==> src/rtl/dbg_event_pkg.sv <==
package dbg_event_pkg;
  localparam int NUM_EV   = 3;
  localparam int EV_BRANCH = 0;
  localparam int EV_FETCH  = 1;
  localparam int EV_STORE  = 2;

  typedef struct packed {
    logic armStore;
    logic armFetch;
    logic armBranch;
  } armStrobe_t;
endpackage

==> src/rtl/dbg_event_ctrl.sv <==
module dbg_event_ctrl
  import dbg_event_pkg::*;
(
  input  logic              monitorEnable,
  input  logic [NUM_EV-1:0] eventSelect,
  input  logic              branchTaken,
  input  logic              fetchValid,
  input  logic              storeValid,
  output armStrobe_t        arm
);
  // An event kind is armed only when the master enable, its own select bit
  // and its per-cycle qualifier are all present.
  always_comb begin
    arm.armBranch = monitorEnable && eventSelect[EV_BRANCH] && branchTaken;
    arm.armFetch  = monitorEnable && eventSelect[EV_FETCH]  && fetchValid;
    arm.armStore  = monitorEnable && eventSelect[EV_STORE]  && storeValid;
  end
endmodule

==> src/rtl/dbg_event_dp.sv <==
module dbg_event_dp
  import dbg_event_pkg::*;
#(
  parameter int AW = 32,
  parameter int LW = 8
) (
  input  logic              clk,
  input  logic              rstN,
  input  armStrobe_t        arm,
  input  logic [AW-1:0]     rangeStart,
  input  logic [AW-1:0]     rangeEnd,
  input  logic [AW-1:0]     branchTarget,
  input  logic [AW-1:0]     fetchAddr,
  input  logic [AW-1:0]     storeAddr,
  input  logic [LW-1:0]     storeLen,
  output logic [NUM_EV-1:0] eventCode,
  output logic [AW-1:0]     eventAddr
);
  // Circular containment: lo..hi inclusive, wrapping when lo > hi.
  function automatic logic inArc(input logic [AW-1:0] p,
                                 input logic [AW-1:0] lo,
                                 input logic [AW-1:0] hi);
    if (lo <= hi) return (p >= lo) && (p <= hi);
    else          return (p >= lo) || (p <= hi);
  endfunction

  logic [AW-1:0]     spanLo [NUM_EV];
  logic [AW-1:0]     spanHi [NUM_EV];
  logic [NUM_EV-1:0] armVec;
  logic [NUM_EV-1:0] hitNext;
  logic [AW-1:0]     addrNext;

  assign armVec = {arm.armStore, arm.armFetch, arm.armBranch};

  always_comb begin
    spanLo[EV_BRANCH] = branchTarget;
    spanHi[EV_BRANCH] = branchTarget;
    spanLo[EV_FETCH]  = fetchAddr;
    spanHi[EV_FETCH]  = fetchAddr;
    spanLo[EV_STORE]  = storeAddr;
    spanHi[EV_STORE]  = storeAddr + AW'(storeLen);
  end

  // One window comparator per event kind; two arcs meet when either one
  // holds the starting point of the other.
  for (genvar i = 0; i < NUM_EV; i++) begin : g_cmp
    assign hitNext[i] = armVec[i] &&
                        (inArc(spanLo[i], rangeStart, rangeEnd) ||
                         inArc(rangeStart, spanLo[i], spanHi[i]));
  end

  always_comb begin
    if (hitNext[EV_BRANCH])     addrNext = branchTarget;
    else if (hitNext[EV_FETCH]) addrNext = fetchAddr;
    else if (hitNext[EV_STORE]) addrNext = storeAddr;
    else                        addrNext = '0;
  end

  always_ff @(posedge clk) begin
    if (!rstN) begin
      eventCode <= '0;
      eventAddr <= '0;
    end else begin
      eventCode <= hitNext;
      eventAddr <= addrNext;
    end
  end


  addr_zero_idle_chk: assert property (@(posedge clk) disable iff (!rstN)
    (eventCode == '0) |-> (eventAddr == '0));


  branch_addr_chk: assert property (@(posedge clk) disable iff (!rstN)
    eventCode[EV_BRANCH] |-> (eventAddr == $past(branchTarget)));
endmodule

==> src/rtl/dbg_event_detect.sv <==
module dbg_event_detect
  import dbg_event_pkg::*;
#(
  parameter int AW = 32,
  parameter int LW = 8
) (
  input  logic          clk,
  input  logic          rstN,
  input  logic          monitorEnable,
  input  logic [2:0]    eventSelect,
  input  logic [AW-1:0] rangeStart,
  input  logic [AW-1:0] rangeEnd,
  input  logic          branchTaken,
  input  logic [AW-1:0] branchTarget,
  input  logic          fetchValid,
  input  logic [AW-1:0] fetchAddr,
  input  logic          storeValid,
  input  logic [AW-1:0] storeAddr,
  input  logic [LW-1:0] storeLen,
  output logic [2:0]    eventCode,
  output logic [AW-1:0] eventAddr
);
  armStrobe_t arm;

  dbg_event_ctrl u_ctrl (
    .monitorEnable(monitorEnable),
    .eventSelect  (eventSelect),
    .branchTaken  (branchTaken),
    .fetchValid   (fetchValid),
    .storeValid   (storeValid),
    .arm          (arm)
  );

  dbg_event_dp #(.AW(AW), .LW(LW)) u_dp (
    .clk         (clk),
    .rstN        (rstN),
    .arm         (arm),
    .rangeStart  (rangeStart),
    .rangeEnd    (rangeEnd),
    .branchTarget(branchTarget),
    .fetchAddr   (fetchAddr),
    .storeAddr   (storeAddr),
    .storeLen    (storeLen),
    .eventCode   (eventCode),
    .eventAddr   (eventAddr)
  );


  masked_quiet_chk: assert property (@(posedge clk) disable iff (!rstN)
    !$past(monitorEnable) |-> (eventCode == '0));


  branch_taken_chk: assert property (@(posedge clk) disable iff (!rstN)
    eventCode[0] |-> $past(branchTaken && eventSelect[0]));


  fetch_valid_chk: assert property (@(posedge clk) disable iff (!rstN)
    eventCode[1] |-> $past(fetchValid && eventSelect[1]));


  store_valid_chk: assert property (@(posedge clk) disable iff (!rstN)
    eventCode[2] |-> $past(storeValid && eventSelect[2]));
endmodule

==> config.mk <==
export PLATFORM = sky130hd
export DESIGN_NAME = dbg_event_detect
export DESIGN_NICKNAME = d
export VERILOG_FILES = /design/src/rtl/dbg_event_pkg.sv /design/src/rtl/dbg_event_ctrl.sv /design/src/rtl/dbg_event_dp.sv /design/src/rtl/dbg_event_detect.sv
export SDC_FILE = /design/constraint.sdc
export NUM_CORES = 1
export LEC_CHECK = 0
export ABC_CLOCK_PERIOD_IN_PS = 4500
export BUFFER_PORTS_ARGS = -buffer_cell sky130_fd_sc_hd__buf_2
export CORE_MARGIN = 8
export CORE_UTILIZATION = 40
export CTS_BUF_LIST = sky130_fd_sc_hd__clkbuf_4 sky130_fd_sc_hd__clkbuf_8
export DETAILED_ROUTE_END_ITERATION = 16
export PLACE_DENSITY_LB_ADDON = 0.3
export REMOVE_ABC_BUFFERS = 1
export SLEW_MARGIN = 20
export SYNTH_ARGS = -nofsm -noshare
export SYNTH_HDL_FRONTEND = slang
export SYNTH_HIERARCHICAL = 1
export SYNTH_SLANG_ARGS = --single-unit
==> constraint.sdc <==
create_clock -name clk -period 4.5 [get_ports clk]
set_clock_uncertainty 0.1 [all_clocks]
set_input_delay 0.225 -clock clk [delete_from_list [all_inputs] [get_ports clk]]
set_output_delay 0.225 -clock clk [all_outputs]
set_load 0.005 [all_outputs]
# == Yosys cells after proc, flatten, opt, wreduce, memory -nomap -nowiden ==
# Index checks and enable logic that the tools add are counted.
# word_totals
regBits,35
output_inout_bits,35
elab_cells,52
# classes
add_sub_neg,1
magnitude_cmp,16
muxes,9
reduce_logical,24
# op_table
cell,n
32-bit less-or-equal comparator,10
32-bit >= comparator,6
32-bit two-way mux,3
32-bit by 8-bit adder with 32-bit output,1
1-bit logical AND,15
1-bit logical OR,9
1-bit two-way mux,6

# == Longest topological paths before layout ==
# Gate-level depths: netlist of the first run.
# logic_depth
depth_word,9
mapped_depth,25

# == Hierarchy ==
# Netlist of the first run, hierarchy kept.
# by_module_without_submodules
module,instances,cells_each,area_per_inst_um2,seq_area_each_um2
dbg_event_dp,1,1242,9689.3,700.7
dbg_event_ctrl,1,3,18.8,0.0

# == Least setup slack after synthesis of the first run ==
# No wires, ideal clock.
# synth_timing
kind,input to register
start,input port storeAddr[0]
end,register u_dp.eventAddr[0]
arrival_ns,4.504
required_ns,4.333
path_slack_ns,-0.171
stages,25
path_buffers,1
path_cell_list,ha_1 inv_1 fa_1 nor2b_1 o21ai_0 a21boi_0 o21ai_0 a21oi_1 o21ai_0 a21oi_1 nand2_1 nor4_1 ha_1 inv_1 ha_1 nand3_1 nor2_1 a221oi_1 o21ai_0 o21ai_0 mux2i_1 and3_1 o41a_1 clkbuf_2 o21ai_2
# synth_via
elab_chain_cells,9
elab_cells_between_ends,17
cone_classes,add/sub (1); order compare (5); mux (5); reduce/logical (6)
# synth_rtl
item,line_no,rtl
"start, declared",dbg_event_detect.sv:18,"input logic [AW-1:0] storeAddr,"
32-bit by 8-bit adder with 32-bit output,dbg_event_dp.sv:41,spanHi[EV_STORE] = storeAddr + AW'(storeLen);
32-bit less-or-equal comparator,"dbg_event_dp.sv:23, dbg_event_dp.sv:24",
1-bit logical OR / 1-bit logical AND (equally long branches),"dbg_event_dp.sv:24, dbg_event_dp.sv:23",
1-bit two-way mux,dbg_event_dp.sv:23,if (lo <= hi) return (p >= lo) && (p <= hi);
1-bit logical OR,dbg_event_dp.sv:48,"(inArc(spanLo[i], rangeStart, rangeEnd) ||"
1-bit logical AND,dbg_event_dp.sv:47,assign hitNext[i] = armVec[i] &&
32-bit two-way mux *,dbg_event_dp.sv:55,else if (hitNext[EV_STORE]) addrNext = storeAddr;
32-bit two-way mux *,dbg_event_dp.sv:54,else if (hitNext[EV_FETCH]) addrNext = fetchAddr;
32-bit two-way mux *,dbg_event_dp.sv:53,if (hitNext[EV_BRANCH]) addrNext = branchTarget;
"end signal, assigned",dbg_event_dp.sv:65,eventAddr <= addrNext;
"end, declared",dbg_event_dp.sv:17,output logic [AW-1:0] eventAddr
# Mark *: on every way between the ends. The rest lies on a longest branch, timed or not.
# A chain may end at the register's enable or synchronous reset.

# == Worst setup path after layout of the first run ==
# layout_timing
start,input port storeLen[0]
end,register u_dp.eventAddr[25]
# layout_via
elab_chain_cells,9
elab_cells_between_ends,11
cone_classes,add/sub (1); order compare (2); mux (4); reduce/logical (4)
# layout_rtl
item,line_no,rtl
"start, declared",dbg_event_detect.sv:19,"input logic [LW-1:0] storeLen,"
32-bit by 8-bit adder with 32-bit output *,dbg_event_dp.sv:41,
32-bit less-or-equal comparator,"dbg_event_dp.sv:23, dbg_event_dp.sv:24",
1-bit logical OR / 1-bit logical AND (equally long branches),"dbg_event_dp.sv:24, dbg_event_dp.sv:23",
1-bit two-way mux *,dbg_event_dp.sv:23,
1-bit logical OR *,dbg_event_dp.sv:48,
1-bit logical AND *,dbg_event_dp.sv:47,
32-bit two-way mux *,dbg_event_dp.sv:55,
32-bit two-way mux *,dbg_event_dp.sv:54,
32-bit two-way mux *,dbg_event_dp.sv:53,
# Marks and branches as above.

==> impl_metrics.json, run 1 <==
{
  "status": "finished, violations left",
  "violations": "setup timing",
  "cp-start-kind": "input port",
  "slowest_delay_ns": 0.51,
  "period_share_pct": 103,
  "endpoint": "u_dp/eventAddr[25]",
  "synth_edf_count": 0,
  "clock_path_buffers": 2,
  "vias_per_cell": 5.84,
  "ir_worst_vdd_mv": 0.0976,
  "hpwl_um": 32600,
  "diodes": 0,
  "antenna_left": 0,
  "cts_tree": "built",
  "setup_slack_ns": -0.140,
  "dieArea_um2": 29500,
  "multiInputGateArea_um2": 8530,
  "tightest_slew_ns": 0.916,
  "clock_sinks": 35,
  "grt_first_pass_wirelength_um": 58700,
  "critPathKind": "in -> reg",
  "syn_area_um2": 9710,
  "drt_wl_total_um": 38800,
  "synthCells": 1245,
  "io_pins": 212,
  "post_drt_wl_per_cell_um": 20.8,
  "rsz0062_at_grt": "true",
  "grt_max_degree": 49,
  "grt_use_total_pct": 25.5,
  "cp.required_ns": 4.66,
  "fin_area_um2": 12400,
  "dp_slack_ns": -0.966,
  "first_iter_violations": 730,
  "yosysSeqAreaShare_pct": 7.22,
  "ys_warn_count": 6,
  "postPlaceCellArea_um2": 11800,
  "gp_congestion": 0.975,
  "synth_area_per_cell_um2": 7.80,
  "fp.dieH_um": 172,
  "finalHoldViolCount": 0,
  "numCtsBuffers": 5,
  "grt_antenna_before_repair": 1,
  "leakage_nw": 6.49,
  "vias": 10900,
  "start_util_pct": 40.3,
  "p_per_area_nw_per_um2": 145,
  "path_max_fanout": 5,
  "drv_slew": 0,
  "remaining_drc_errors": 0,
  "clock.fmax_mhz": 216,
  "maxCapViolations": 0,
  "firstDrtPassIters": 7,
  "overflow": 0,
  "slowest_stage": "o41a_4",
  "async_flop_share_pct": 0,
  "cts_hold_buf": 0,
  "setup_viol": 33,
  "layout-drive-gt1-share_pct": 27.2,
  "grt_pass1_vias": 10800,
  "syn_to_final_growth_pct": 27.5,
  "fill_cells": 2410,
  "cts_root_buffer": "clkbuf_8",
  "fin_crit_ns": 4.64,
  "yosysUniqueCellTypes": 69,
  "nets": 2007,
  "critPathMostFrequentCell": "buf_4",
  "cp.arrival_ns": 4.80,
  "ys.flop_type": "dfxtp_1",
  "io_buffers": 211,
  "hp-class": "in -> reg",
  "die-width_um": 172,
  "end_kind": "flop",
  "clkTransAtPathRegs_ns": 0.09,
  "h-tree-depth": 2,
  "core_area_um2": 24100,
  "synth_seq_cells": 35,
  "cp-startpoint": "storeLen[0]",
  "seq_area_um2": 701,
  "relSlewSlack_pct": 38.6,
  "rows": 57
}
synthesized netlist by cell type (all sizes together) (9+ instances only):
library cell  number  area share [%]
clkbuf            20            0.79
nand2             99             3.8
a21o              25             1.9
a221oi             9            0.88
xnor2             26             2.3
mux2              33             4.4
nor3              18            0.93
and3              13            0.84
dfxtp             35             7.2
o211ai            47             3.6
inv              162             6.3
a21oi             76             3.9
nand3             66             3.4
o21a              10            0.77
and4              16             1.4
o21ai             78             4.6
a211oi            26             2.0
nor2b             11            0.71
nand4             51             3.3
nor2              39             1.5
ha               284              37
report_power, final:
part | internal [mW] | switching [mW] | total [mW]
logic | 0.516 | 0.672 | 1.19
clock network | 0.111 | 0.164 | 0.275
registers | 0.331 | 0.00510 | 0.336
total | 0.958 | 0.840 | 1.80
critical path: cells and delay by family:
kind	cells	cell delay, ns
buffers and inverters	9	1.17
AND/OR/NAND/NOR	8	1.05
AO/OA/AOI/OAI	9	1.48
adder cells (fa/ha/maj)	4	0.89
repair_timing:
action,in CTS,in global routing
cloned,2,0
resized for setup,54,21
endpoints found under the hold margin,0,0
setup buffers,9,5
setup endpoints to repair,33,33
pin swaps,47,19
sequential cells by signal, summed over array words and instances (netlist names):
signal	count
u_dp/eventAddr	32
u_dp/eventCode	3
logic make-up after synthesis:
logic type	Yosys count	share of synthesized area [%]
and+or+nand+nor	341	17.9
adders and majority gates	285	36.8
AOI/OAI and AO/OA	327	22.9
buffers and inverters	190	7.66
xor gates and xnor gates	29	2.62
DFF	35	7.22
muxes	38	4.88
stage by stage:
stage / power, mW / hold WS [ns] / utilization, % / setup TNS [ns] / cells
2_1_floorplan: 0.991 / 0.253 / - / -106.69 / 1217
3_3_place_gp: 1.43 / 0.411 / 49.0 / -25.38 / 1846
3_5_place_dp: 1.46 / 0.419 / 49.0 / -30.85 / 1846
4_1_cts: 1.79 / 0.0754 / 50.7 / -0.717 / 1865
5_1_grt: 1.95 / 0.0905 / 51.3 / -11.16 / 1870
6_report: 1.80 / 0.0871 / 51.3 / -3.71 / 1870
area by class of cell:
type	count	area share [%]
Sequential cell	35	5.66
Clock buffer	5	0.556
Timing Repair Buffer	321	16.4
Multi-Input combinational cell	1020	68.9
Clock inverter	3	0.192
Inverter	162	4.93
Tap cell	324	3.28
worst min-delay path by stage:
stage,startpoint,end,slack (ns),depth (start not counted)
floorplan,rstN,u_dp/eventCode[0],0.25,1
global placement,storeAddr[31],u_dp/eventAddr[31],0.41,3
detailed placement,storeAddr[31],u_dp/eventAddr[31],0.42,3
CTS,storeAddr[31],u_dp/eventAddr[31],0.08,3
global route,storeAddr[31],u_dp/eventAddr[31],0.09,3
finish,storeAddr[31],u_dp/eventAddr[31],0.09,3
layout by cell type (no fill, tap or decap), types with 4 or more instances in the layout:
master	synthesis	layout
a211o_1	6	6
a211oi_1	26	25
a21o_1	25	25
a21oi_1	76	75
a221oi_1	8	5
a31oi_1	5	4
and3_1	13	13
and4_1	16	14
buf_12	0	7
buf_2	5	209
buf_4	0	100
clkbuf_8	0	5
dfxtp_1	35	35
ha_1	284	279
ha_4	0	5
inv_1	162	158
mux2_1	8	8
mux2_2	11	11
mux2_4	14	14
mux2i_1	5	5
nand2_1	99	97
nand2b_1	5	5
nand3_1	66	66
nand4_1	51	51
nor2_1	39	37
nor2b_1	11	11
nor3_1	18	17
nor4_1	8	6
o211ai_1	47	47
o21a_1	10	10
o21ai_0	47	40
o21ai_1	17	8
o21ai_2	14	30
o21bai_1	6	6
o221ai_1	6	6
xnor2_1	26	26
layer usage:
metal / global-route usage, % / share of wire, %
met4: 11.5 / 4.7
met5: 0 / 0.021
met2: 43.1 / 46
met1: 31.2 / 42
met3: 4.34 / 7.6
Power figures use the tool's default switching activity.
==> run 2, diff against run 1 <==
SETUP_SLACK_MARGIN = 0.5   (was default)
==> impl_metrics.json, run 2 (synthesis gave the netlist of run 1 again) <==
{
  "diodes": 0,
  "final_cell_mix": "ha_1 (279), buf_2 (209), inv_1 (158)",
  "cts_root_buffer": "clkbuf_8",
  "fin_crit_ns": 4.70,
  "clock_path_buffers": 2,
  "cp-start-kind": "input port",
  "violations": "setup timing",
  "setup_viol": 33,
  "nets": 2009,
  "syn_to_final_growth_pct": 27.8,
  "grt_use_total_pct": 25.5,
  "top_usage_layer": "met2",
  "p_total_mw": 1.80,
  "top_regs": "u_dp/eventAddr: 32 flops, u_dp/eventCode: 3 flops",
  "tightest_slew_ns": 0.882,
  "use_met3_pct": 4.31,
  "finalHoldViolCount": 0,
  "largest-register": "u_dp/eventAddr",
  "cp.required_ns": 4.67,
  "gp_congestion": 0.975,
  "power_frac_seq_pct": 18.6,
  "p_per_area_nw_per_um2": 145,
  "path_max_fanout": 8,
  "io_pins": 212,
  "setup_slack_ns": -0.200,
  "overflow": 0,
  "clock.fmax_mhz": 213,
  "dieArea_um2": 29500,
  "grt_pass1_vias": 10800,
  "hp-class": "in -> reg",
  "first_iter_violations": 716,
  "swShare_pct": 46.8,
  "layout-drive-gt1-share_pct": 27.5,
  "dp.cells": 1846,
  "critPathKind": "in -> reg",
  "grt_max_degree": 49,
  "rsz0062_at_grt": "true",
  "core_area_um2": 24100,
  "drv_slew": 0,
  "cts_tree": "built",
  "clock_sinks": 35,
  "end_kind": "flop",
  "vias_per_cell": 5.80,
  "relSlewSlack_pct": 40.8,
  "drt_wl_total_um": 38800,
  "switchingPower_mw": 0.844,
  "io_buffers": 211,
  "final_cells": 1872,
  "grt_first_pass_wirelength_um": 58600,
  "largest_reg_flops": 32,
  "clkTransAtPathRegs_ns": 0.10,
  "period_share_pct": 104,
  "final_common_cell": "ha_1",
  "die-width_um": 172,
  "status": "finished, violations left",
  "vias": 10900,
  "numCtsBuffers": 5,
  "maxCapViolations": 0,
  "fin_util_pct": 51.5,
  "fp.dieH_um": 172,
  "firstDrtPassIters": 5,
  "leakage_nw": 6.51,
  "power_frac_clock_pct": 15.4,
  "p_comb_share_pct": 66.0,
  "grt_util_met2_pct": 43.0,
  "intPower_mw": 0.959,
  "grt_use_met1_pct": 31.2,
  "rows": 57,
  "cp.arrival_ns": 4.87,
  "remaining_drc_errors": 0,
  "ir_worst_vdd_mv": 0.0987,
  "hpwl_um": 32600,
  "antenna_left": 0,
  "grt_antenna_before_repair": 2,
  "start_util_pct": 40.3,
  "h-tree-depth": 2,
  "post_drt_wl_per_cell_um": 20.7
}
==> run 2: cell types whose count changed in the layout (fill, tap and decap cells not counted), sizes merged <==
cell / before / now
buf: 321 / 323
==> run 2: repair_timing <==
item                                    in CTS  in global routing
cloned                                       2                  0
hold buffers                                 0                  0
setup buffers                               10                  6
gates resized for setup                     56                 22
pin swaps                                   52                 23
endpoints found under the setup margin      33                 33
==> run 2: metal layers <==
metal | share of wire [%] | routed length (um) | up-vias
met5 | 0.054 | 21 | -
met2 | 46 | 17900 | 418
met4 | 4.4 | 1700 | 4
li1 | - | - | 5276
met1 | 43 | 16600 | 5069
met3 | 6.8 | 2620 | 89
==> run 2: worst paths after layout <==
kind | from | end | slack (ns) | cells after the start
max | storeAddr[0] | u_dp/eventAddr[3] | -0.20 | 28
min | storeAddr[31] | u_dp/eventAddr[31] | 0.09 | 3
==> run 2: power groups by stage <==
stage | combinational [mW] | sequential [mW] | clock (mW)
floorplan | 0.645 | 0.346 | 0
global placement | 1.09 | 0.344 | 0
detailed placement | 1.12 | 0.343 | 0
CTS | 1.16 | 0.336 | 0.292
global route | 1.32 | 0.338 | 0.300
finish | 1.19 | 0.336 | 0.278
==> run 2: metrics by stage <==
| stage | area, um^2 | worst slack, ns | TNS, ns | hold WS, ns |
|---|---|---|---|---|
| after global placement | 11800 | -0.792 | -25.38 | 0.411 |
| after floorplan | 9570 | -3.33 | -106.69 | 0.253 |
| final | 12400 | -0.200 | -5.18 | 0.0852 |
| after global routing | 12400 | -0.394 | -11.73 | 0.0905 |
| after CTS | 12300 | -0.0183 | -0.179 | 0.0754 |
| after detailed placement | 11800 | -0.966 | -30.85 | 0.419 |
==> run 2: cell type report <==
cell class	instances	area, um^2
clock buffers	5	68.8
clock inverters	3	23.8
fillers	2405	11700
inverters	162	611
multi-input cells	1020	8540
flip-flops and latches	35	701
well taps	324	405
repair buffers	323	2060
==> run 2: critical path, stage by stage <==
cell and delay [ns]:
buf_8 0.08, ha_4 0.13, inv_2 0.04, fa_2 0.33
nor2b_1 0.12, o21ai_1 0.08, a21boi_1 0.16, o21ai_1 0.09
a21oi_1 0.18, o21ai_1 0.10, a21oi_1 0.15, buf_4 0.16
nand4_1 0.19, nor3_2 0.21, ha_1 0.29, inv_2 0.08
ha_4 0.20, and4_4 0.19, buf_4 0.14, a221oi_4 0.31
o21ai_2 0.13, o21ai_2 0.14, buf_4 0.13, nor4b_2 0.04
o41a_4 0.53, buf_12 0.16, buf_12 0.15, o21ai_2 0.13
==> run 3, diff against run 2 <==
--- a/config.mk
+++ b/config.mk
@@ -9,8 +9,8 @@
 export BUFFER_PORTS_ARGS = -buffer_cell sky130_fd_sc_hd__buf_2
 export CORE_MARGIN = 8
-export CORE_UTILIZATION = 40
+export CORE_UTILIZATION = 45
 export CTS_BUF_LIST = sky130_fd_sc_hd__clkbuf_4 sky130_fd_sc_hd__clkbuf_8
 export DETAILED_ROUTE_END_ITERATION = 16
-export PLACE_DENSITY_LB_ADDON = 0.3
+export PLACE_DENSITY = 0.76
 export REMOVE_ABC_BUFFERS = 1
 export SETUP_SLACK_MARGIN = 0.5
==> constraint.sdc (replaced) <==
create_clock -name clk -period 4.5 [get_ports clk]
set_clock_uncertainty 0.1 [all_clocks]
set_input_delay 0.225 -clock clk [delete_from_list [all_inputs] [get_ports clk]]
set_output_delay 0.225 -clock clk [all_outputs]
set_load 0.01 [all_outputs]
==> impl_metrics.json, run 3 (synthesis gave the netlist of run 1 again) <==
{
  "p_total_mw": 1.80,
  "cp-startpoint": "storeLen[0]",
  "p_per_area_nw_per_um2": 148,
  "power_frac_seq_pct": 18.7,
  "vias_per_cell": 6.14,
  "relSlewSlack_pct": 45.7,
  "gp_congestion": 0.984,
  "remaining_drc_errors": 0,
  "top_regs": "u_dp/eventAddr: 32 flops, u_dp/eventCode: 3 flops",
  "slowest_delay_ns": 0.52,
  "hp-class": "in -> reg",
  "fin_crit_ns": 4.66,
  "rsz0062_at_grt": "true",
  "cts_tree": "built",
  "overflow": 0,
  "intPower_mw": 0.960,
  "violations": "setup timing",
  "setup_slack_ns": -0.159,
  "die-width_um": 163,
  "grt_max_degree": 41,
  "drv_slew": 0,
  "grt_antenna_before_repair": 3,
  "drt_wl_total_um": 38700,
  "setup_viol": 32,
  "critPathMostFrequentCell": "o21ai_2",
  "setup_tns_ns": -3.96,
  "antenna_left": 0,
  "final_cell_mix": "ha_1 (281), buf_2 (209), inv_1 (159)",
  "cp.arrival_ns": 4.82,
  "final_common_cell": "ha_1",
  "slowest_stage": "o41a_4",
  "io_pins": 212,
  "firstDrtPassIters": 5,
  "cp.required_ns": 4.66,
  "largest-register": "u_dp/eventAddr",
  "layout-drive-gt1-share_pct": 26.9,
  "clkTransAtPathRegs_ns": 0.08,
  "fin_util_pct": 58.0,
  "grt_pass1_vias": 11200,
  "cts_hold_buf": 0,
  "p_comb_share_pct": 66.6,
  "vias": 11200,
  "dieArea_um2": 26500,
  "cp-start-kind": "input port",
  "core_area_um2": 21100,
  "syn_to_final_growth_pct": 26.0,
  "clock_path_buffers": 2,
  "leakage_nw": 6.46,
  "tightest_slew_ns": 0.806,
  "hpwl_um": 31300,
  "clock_sinks": 35,
  "grt_use_total_pct": 27.9,
  "rows": 53,
  "switchingPower_mw": 0.845,
  "start_util_pct": 46.0,
  "largest_reg_flops": 32,
  "nets": 2005,
  "io_buffers": 211,
  "critPathKind": "in -> reg",
  "swShare_pct": 46.8,
  "grt_first_pass_wirelength_um": 58800,
  "ir_worst_vdd_mv": 0.157,
  "numCtsBuffers": 5,
  "min_from": "storeAddr[31]",
  "maxCapViolations": 0,
  "status": "finished, violations left",
  "cts_root_buffer": "clkbuf_8",
  "fp.dieH_um": 163,
  "period_share_pct": 104,
  "fin_area_um2": 12200,
  "clock.fmax_mhz": 215,
  "finalHoldViolCount": 0,
  "first_iter_violations": 1016,
  "power_frac_clock_pct": 14.6,
  "end_kind": "flop",
  "h-tree-depth": 2,
  "path_max_fanout": 6,
  "post_drt_wl_per_cell_um": 21.2,
  "postPlaceCellArea_um2": 11600
}
-- run 3: cell count changes in the layout (fill, tap and decap cells not counted), moves of 2 or more --
cell | previous run | this run
a21oi_1 | 75 | 72
o21ai_1 | 4 | 12
ha_4 | 5 | 3
diode_2 | 0 | 2
buf_12 | 8 | 2
a21oi_2 | 1 | 4
ha_1 | 279 | 281
o21ai_2 | 34 | 27
buf_6 | 1 | 4
buf_4 | 101 | 99
-- run 3: cell type report --
class                           instances  area, um^2
Timing Repair Buffer                  319        1990
Clock inverter                          2        12.5
Fill cell                            1953        8860
Tap cell                              275         344
Clock buffer                            6        76.3
Multi-Input combinational cell       1020        8500
Inverter                              162         608
Sequential cell                        35         701
Antenna cell                            2        5.00
-- run 3: power by group through the flow --
stage               sequential (mW)  combinational, mW  clock [mW]
floorplan                     0.354              0.645           0
global placement              0.346               1.06           0
detailed placement            0.345               1.10           0
CTS                           0.338               1.15       0.272
global route                  0.340               1.32       0.275
finish                        0.338               1.20       0.264
-- run 3: metrics by stage --
step / instances / hold WS, ns / setup slack (ns)
2_1_floorplan: 1217 / 0.253 / -3.33
6_report: 1821 / 0.108 / -0.159
3_5_place_dp: 1784 / 0.435 / -0.836
5_1_grt: 1820 / 0.112 / -0.391
4_1_cts: 1815 / 0.101 / 0.0111
3_3_place_gp: 1784 / 0.437 / -0.673
-- run 3: worst paths after layout --
check                           endpoint  slack, ns  depth (start not counted)
worst max-delay path  u_dp/eventAddr[15]      -0.16                         29
worst min-delay path  u_dp/eventAddr[31]       0.11                          3
-- run 3: worst max-delay path, delay by kind of cell --
family	cells	cell delay, ns
mux	1	0.08
simple gates	8	1.31
fa+ha+maj	4	0.90
buf+inv	7	0.81
compound gates	9	1.48
-- run 3: repair_timing --
| item | CTS | global route |
|---|---|---|
| setup endpoints to repair | 33 | 33 |
| gates resized for setup | 47 | 19 |
| pin swaps | 42 | 17 |
| buffers inserted | 20 | 4 |
| cloned | 3 | 0 |
-- run 3: layer usage --
metal	global-route usage, %	up-vias	share of wire, %
li1	-	5276	-
met1	34.3	5185	41
met2	46.3	591	45
met3	4.93	120	9.1
met4	13.1	4	4.8
met5	0	-	0.059
